===== src/rtl/pwm_channel_pkg.sv =====
package pwm_channel_pkg;
  // carrier shape
  typedef enum logic {
    CAR_SAW = 1'b0,
    CAR_TRI = 1'b1
  } carrier_e;

  // compare load point
  typedef enum logic [1:0] {
    LD_NOW    = 2'd0,
    LD_VALLEY = 2'd1,
    LD_PEAK   = 2'd2,
    LD_BOTH   = 2'd3
  } load_e;

  // shortest legal carrier period in counting ticks
  localparam int unsigned MIN_PERIOD = 20;
endpackage


===== src/rtl/pwm_channel_prescaler.sv =====
// Power-of-two tick generator: free-running divider, tick when the low
// code_i bits are all ones.
module pwm_channel_prescaler #(
  parameter int CODE_W = 4
) (
  input  logic              clk,
  input  logic              rst,
  input  logic [CODE_W-1:0] code_i,
  output logic              tick_o
);
  localparam int DIV_W = (1 << CODE_W) - 1;

  logic [DIV_W-1:0] div_q;
  logic [DIV_W-1:0] mask;

  always_comb begin
    mask   = ~({DIV_W{1'b1}} << code_i);
    tick_o = ((div_q & mask) == mask);
  end

  always_ff @(posedge clk) begin
    if (rst) div_q <= '0;
    else     div_q <= div_q + 1'b1;
  end
endmodule


===== src/rtl/pwm_channel_carrier.sv =====
// Carrier counter with period/type latched at each wrap to zero.
module pwm_channel_carrier
  import pwm_channel_pkg::*;
#(
  parameter int PW = 16
) (
  input  logic          clk,
  input  logic          rst,
  input  logic          tick_i,
  input  logic [PW-1:0] prd_i,
  input  carrier_e      ctype_i,
  output logic [PW-1:0] cnt_o,
  output logic [PW-1:0] prd_o,
  output carrier_e      ctype_o,
  output logic [PW-1:0] top_o,
  output logic          enter_min_o,
  output logic          enter_max_o
);
  localparam logic [PW-1:0] FLOOR = PW'(MIN_PERIOD);

  logic [PW-1:0] cnt_q, prd_q, cnt_n, half, top, prd_clamped;
  carrier_e      ct_q;
  logic          down_q, down_n, wrap;

  always_comb begin
    prd_clamped = (prd_i < FLOOR) ? FLOOR : prd_i;
    half        = prd_q >> 1;
    top         = (ct_q == CAR_SAW) ? (prd_q - 1'b1) : half;
    cnt_n       = cnt_q;
    down_n      = down_q;
    wrap        = 1'b0;
    if (ct_q == CAR_SAW) begin
      if (cnt_q >= top) begin
        cnt_n = '0;
        wrap  = 1'b1;
      end else begin
        cnt_n = cnt_q + 1'b1;
      end
    end else if (!down_q) begin
      // rising half of the triangle
      if (cnt_q >= half) begin
        cnt_n  = cnt_q - 1'b1;
        down_n = 1'b1;
      end else begin
        cnt_n = cnt_q + 1'b1;
      end
    end else begin
      // falling half, the step into zero ends the period
      if (cnt_q <= 1) begin
        cnt_n  = '0;
        down_n = 1'b0;
        wrap   = 1'b1;
      end else begin
        cnt_n = cnt_q - 1'b1;
      end
    end
  end

  always_ff @(posedge clk) begin
    if (rst) begin
      cnt_q  <= '0;
      down_q <= 1'b0;
      prd_q  <= prd_clamped;
      ct_q   <= ctype_i;
    end else if (tick_i) begin
      cnt_q  <= cnt_n;
      down_q <= down_n;
      if (wrap) begin
        prd_q  <= prd_clamped;
        ct_q   <= ctype_i;
        down_q <= 1'b0;
      end
    end
  end

  always_comb begin
    cnt_o       = cnt_q;
    prd_o       = prd_q;
    ctype_o     = ct_q;
    top_o       = top;
    enter_min_o = tick_i && wrap;
    if (ct_q == CAR_SAW) enter_max_o = tick_i && !wrap && (cnt_n == top);
    else                 enter_max_o = tick_i && !down_q && (cnt_n == half);
  end
endmodule


===== src/rtl/pwm_channel_cmp_load.sv =====
// Active compare register with selectable load point and saturation.
module pwm_channel_cmp_load
  import pwm_channel_pkg::*;
#(
  parameter int PW = 16
) (
  input  logic          clk,
  input  logic          rst,
  input  logic [PW-1:0] cmp_i,
  input  load_e         mode_i,
  input  carrier_e      ctype_i,
  input  logic          enter_min_i,
  input  logic          enter_max_i,
  input  logic [PW-1:0] top_i,
  output logic [PW-1:0] cmp_o
);
  logic [PW-1:0] act_q, lim;
  logic          load;

  always_comb begin
    unique case (mode_i)
      LD_NOW:    load = 1'b1;
      LD_VALLEY: load = enter_min_i;
      LD_PEAK:   load = (ctype_i == CAR_SAW) ? enter_min_i : enter_max_i;
      LD_BOTH:   load = (ctype_i == CAR_SAW) ? enter_min_i
                                             : (enter_min_i || enter_max_i);
      default:   load = 1'b0;
    endcase
    // one above the peak means always on
    lim   = top_i + 1'b1;
    cmp_o = (act_q > lim) ? lim : act_q;
  end

  always_ff @(posedge clk) begin
    if (rst)       act_q <= cmp_i;
    else if (load) act_q <= cmp_i;
  end
endmodule


===== src/rtl/pwm_channel.sv =====
module pwm_channel
  import pwm_channel_pkg::*;
#(
  parameter int PW     = 16,
  parameter int CODE_W = 4
) (
  input  logic              clk,
  input  logic              rst,
  input  logic [PW-1:0]     prd_i,
  input  logic [PW-1:0]     cmp_i,
  input  logic              ctype_i,
  input  logic [1:0]        upd_mode_i,
  input  logic              pol_i,
  input  logic [CODE_W-1:0] psc_i,
  input  logic [1:0]        trig_sel_i,
  output logic              pwm_o,
  output logic              trig_o
);
  logic          tick;
  logic [PW-1:0] cnt, prd_q, top, eff_cmp;
  carrier_e      ct_q;
  logic          enter_min, enter_max;

  pwm_channel_prescaler #(.CODE_W(CODE_W)) psc_u (
    .clk    (clk),
    .rst    (rst),
    .code_i (psc_i),
    .tick_o (tick)
  );

  pwm_channel_carrier #(.PW(PW)) car_u (
    .clk         (clk),
    .rst         (rst),
    .tick_i      (tick),
    .prd_i       (prd_i),
    .ctype_i     (carrier_e'(ctype_i)),
    .cnt_o       (cnt),
    .prd_o       (prd_q),
    .ctype_o     (ct_q),
    .top_o       (top),
    .enter_min_o (enter_min),
    .enter_max_o (enter_max)
  );

  pwm_channel_cmp_load #(.PW(PW)) cmp_u (
    .clk         (clk),
    .rst         (rst),
    .cmp_i       (cmp_i),
    .mode_i      (load_e'(upd_mode_i)),
    .ctype_i     (ct_q),
    .enter_min_i (enter_min),
    .enter_max_i (enter_max),
    .top_i       (top),
    .cmp_o       (eff_cmp)
  );

  // registered outputs
  always_ff @(posedge clk) begin
    if (rst) begin
      pwm_o  <= 1'b0;
      trig_o <= 1'b0;
    end else begin
      pwm_o  <= (eff_cmp > cnt) ^ pol_i;
      trig_o <= (enter_min && trig_sel_i[0]) || (enter_max && trig_sel_i[1]);
    end
  end
endmodule


===== config.mk =====
export PLATFORM = sky130hd
export DESIGN_NAME = pwm_channel
export DESIGN_NICKNAME = d
export VERILOG_FILES = /design/src/rtl/pwm_channel_pkg.sv /design/src/rtl/pwm_channel_prescaler.sv /design/src/rtl/pwm_channel_carrier.sv /design/src/rtl/pwm_channel_cmp_load.sv /design/src/rtl/pwm_channel.sv
export SDC_FILE = /design/constraint.sdc
export NUM_CORES = 1
export LEC_CHECK = 0
export ABC_AREA = 1
export CAP_MARGIN = 40
export CORE_MARGIN = 2
export CORE_UTILIZATION = 65
export DETAILED_ROUTE_END_ITERATION = 8
export HOLD_SLACK_MARGIN = 0.12
export PLACE_DENSITY = 0.87
export SKIP_CTS_REPAIR_TIMING = 1
export SLEW_MARGIN = 30
export SYNTH_ARGS = -nofsm -noshare
export SYNTH_HDL_FRONTEND = slang
export SYNTH_SLANG_ARGS = --single-unit

===== constraint.sdc =====
create_clock -name clk -period 10.3 [get_ports clk]
set_input_delay 2.06 -clock clk [delete_from_list [all_inputs] [get_ports clk]]
set_output_delay 2.06 -clock clk [all_outputs]
set_load 0.005 [all_outputs]

==> impl_metrics.env <==
export IMPL_top_layer_used="met4"
export IMPL_drv_slew=0
export IMPL_final_cell_area_um2=7440
export IMPL_path_max_fanout=26
export IMPL_clock_fmax_mhz=171
export IMPL_nets=1117
export IMPL_placed_area_um2=7220
export IMPL_yosysTopAreaCell="edfxtp_1"
export IMPL_final_setup_tns_ns=0
export IMPL_worst_path_most_repeated_cell="nand2_1"
export IMPL_fin_skew_ns=0.0139
export IMPL_die_w_um=106
export IMPL_syn_inst=981
export IMPL_hpwl_um=14500
export IMPL_num_vias=6824
export IMPL_ys_seq_area_share_pct=24.8
export IMPL_cts_buffers=9
export IMPL_yosysTopAreaCellShare_pct=14.7
export IMPL_crit_path_max_incr_delay_ns=0.63
export IMPL_synth_top_flop_cell="dfxtp_1"
export IMPL_path_clk_slew_ns=0.09
export IMPL_ys_async_sr_fraction_pct=0
export IMPL_setup_slack_ns=4.45
export IMPL_power_density_nw_per_um2=104
export IMPL_numPortBuffers=45
export IMPL_arrival_ns=6.09
export IMPL_max_slew_margin_rel_pct=48.7
export IMPL_min_path_type="flip-flop to flip-flop"
export IMPL_final_util_pct=73.0
export IMPL_cts_max_level=3
export IMPL_grt_setup_unrepaired="false"
export IMPL_track_usage_pct=34.0
export IMPL_coreArea_um2=10200
export IMPL_drt_total_wl_um=18700
export IMPL_grt_pass1_wl_um=30200
export IMPL_power_mw=0.777
export IMPL_layout_common_cells="214 x nand2_1, 126 x inv_1, 83 x nor2_1"
export IMPL_vias_per_cell=5.95
export IMPL_fillers=835
export IMPL_synth_edf_count=33
export IMPL_cts_tree="built"
export IMPL_gr_total_overflow=0
export IMPL_synth_warnings=0
export IMPL_drive_above_1_share_pct=8.11
export IMPL_cts_buffer_depth=2
export IMPL_ios=46
export IMPL_cts_sinks=67
export IMPL_start_kind="flip-flop"
export IMPL_ys_seq_elements=67
export IMPL_status="completed"
export IMPL_first_pass_iters=6
export IMPL_setup_viol=0
export IMPL_finalCriticalPeriod_ns=5.85
export IMPL_p_leak_nw=3.57
export IMPL_die_area_um2=11200
export IMPL_end_kind="flip-flop"
export IMPL_ys_types=54
export IMPL_peakVddDrop_uv=81.0
export IMPL_grt_max_degree=33
export IMPL_dp_slack_ns=4.41
export IMPL_crit_type="flip-flop to flip-flop"
export IMPL_antenna_found_initial=0
export IMPL_wl_met2_um=8690
export IMPL_root_buffer="clkbuf_8"
export IMPL_avgSynthCellArea_um2=6.88
export IMPL_die_y_um=106
export IMPL_synthesis_nets=1092
export IMPL_grt_pass1_vias=6239
export IMPL_wl_met1_um=7320
export IMPL_drv_cap=0
export IMPL_diodes=0
export IMPL_ant_nets=0
export IMPL_start_util_pct=66.3
export IMPL_dr_first_iter_drc_count=748
export IMPL_wl_per_cell_um=16.3
export IMPL_crit_slowest_cell="edfxtp_1"
export IMPL_rows=37
export IMPL_mostFrequentLayoutCell="nand2_1"
export IMPL_tightestPinTransition_ns=0.761
export IMPL_hold_viol_final=0
export IMPL_crit_required_ns=10.55
export IMPL_yosys_top_cells_area="edfxtp_1 15%, ha_1 12%, nand2_1 12%, dfxtp_1 10%, inv_1 7.0%"
export IMPL_place_gp_congestion=1.05
export IMPL_met3_length_um=1920
export IMPL_drc=0
export IMPL_period_share_pct=56.8
export IMPL_netlist_area_um2=6750
export IMPL_syn_to_final_growth_pct=10.2
export IMPL_worstSkewPairLatency_ns=0.37
registers in the layout, indices dropped and copies added (netlist names):
signal,cells
psc_u.div_q,15
car_u.ctype_o,1
car_u.cnt_o,16
car_u.down_q,1
cmp_u.act_q,16
car_u.prd_o,16
trig_o,1
pwm_o,1
power breakdown:
part | internal (mW) | leakage [nW] | switching, mW
Clock | 0.114 | 0.102 | 0.122
Combinational | 0.0899 | 2.86 | 0.144
Sequential | 0.294 | 0.601 | 0.0138
Total | 0.498 | 3.57 | 0.280
area by class of cell:
class	count	area, um2	area share [%]
Tap cell	136	170	2.29
Multi-Input combinational cell	741	4390	59.0
Sequential cell	67	1670	22.5
Inverter	137	514	6.91
Clock buffer	9	124	1.66
Timing Repair Buffer	50	499	6.71
Clock inverter	7	73.8	0.992
final timing paths:
kind	startpoint	endpoint	slack, ns	cells past startpoint
max	car_u.ctype_o$_DFFE_PP_	pwm_o$_SDFF_PP0_	4.45	28
min	psc_u.div_q[8]$_SDFF_PP0_	psc_u.div_q[8]$_SDFF_PP0_	0.48	1
max reg2reg	car_u.ctype_o$_DFFE_PP_	pwm_o$_SDFF_PP0_	4.45	28
min reg2reg	psc_u.div_q[8]$_SDFF_PP0_	psc_u.div_q[8]$_SDFF_PP0_	0.48	1
kinds of logic (layout without fill, tap and decap cells):
| logic type | Yosys count | after routing | synth area share [%] |
|---|---|---|---|
| adder cells (fa/ha/maj) | 67 | 67 | 12.4 |
| XOR/XNOR | 49 | 49 | 6.36 |
| AO/OA/AOI/OAI | 169 | 169 | 14.5 |
| buffers and inverters | 173 | 203 | 10.3 |
| flip-flops | 67 | 67 | 24.8 |
| AND/OR/NAND/NOR | 456 | 456 | 31.7 |
through the flow:
step / cells / hold slack, ns
final: 1147 / 0.482
after detailed placement: 1129 / 0.463
after global routing: 1147 / 0.535
after CTS: 1145 / 0.483
after global placement: 1128 / 0.458
after floorplan: 981 / 0.430
worst max-delay path: cells and delay by family, from the launching register on:
kind                       cells  cell delay, ns
adders and majority gates      2            0.64
DFF                            1            0.63
AOI/OAI and AO/OA              6            1.24
buffers and inverters          4            0.89
and+or+nand+nor               15            2.21
xor gates and xnor gates       1            0.11
synthesized netlist by cell type, types with 5 or more instances:
library cell	number
nor4_1	6
nand2_2	9
inv_1	126
ha_1	67
nand2_1	214
nor2_1	83
dfxtp_1	34
nand4_1	10
clkbuf_1	24
nor3_1	25
a21oi_1	63
o211ai_1	9
o21ai_1	7
nor3_2	6
nor2_2	7
xor2_1	47
inv_2	8
nand3_2	7
o21ai_0	65
nand2_4	11
buf_2	5
edfxtp_1	33
nand3_1	67
routing by layer:
| layer | vias to the layer above | track usage, % |
|---|---|---|
| li1 | 3307 | - |
| met1 | 3019 | 42.3 |
| met2 | 396 | 57.1 |
| met3 | 102 | 6.38 |
| met4 | 0 | 15.5 |
| met5 | - | 0 |
Power figures use the tool's default switching activity.
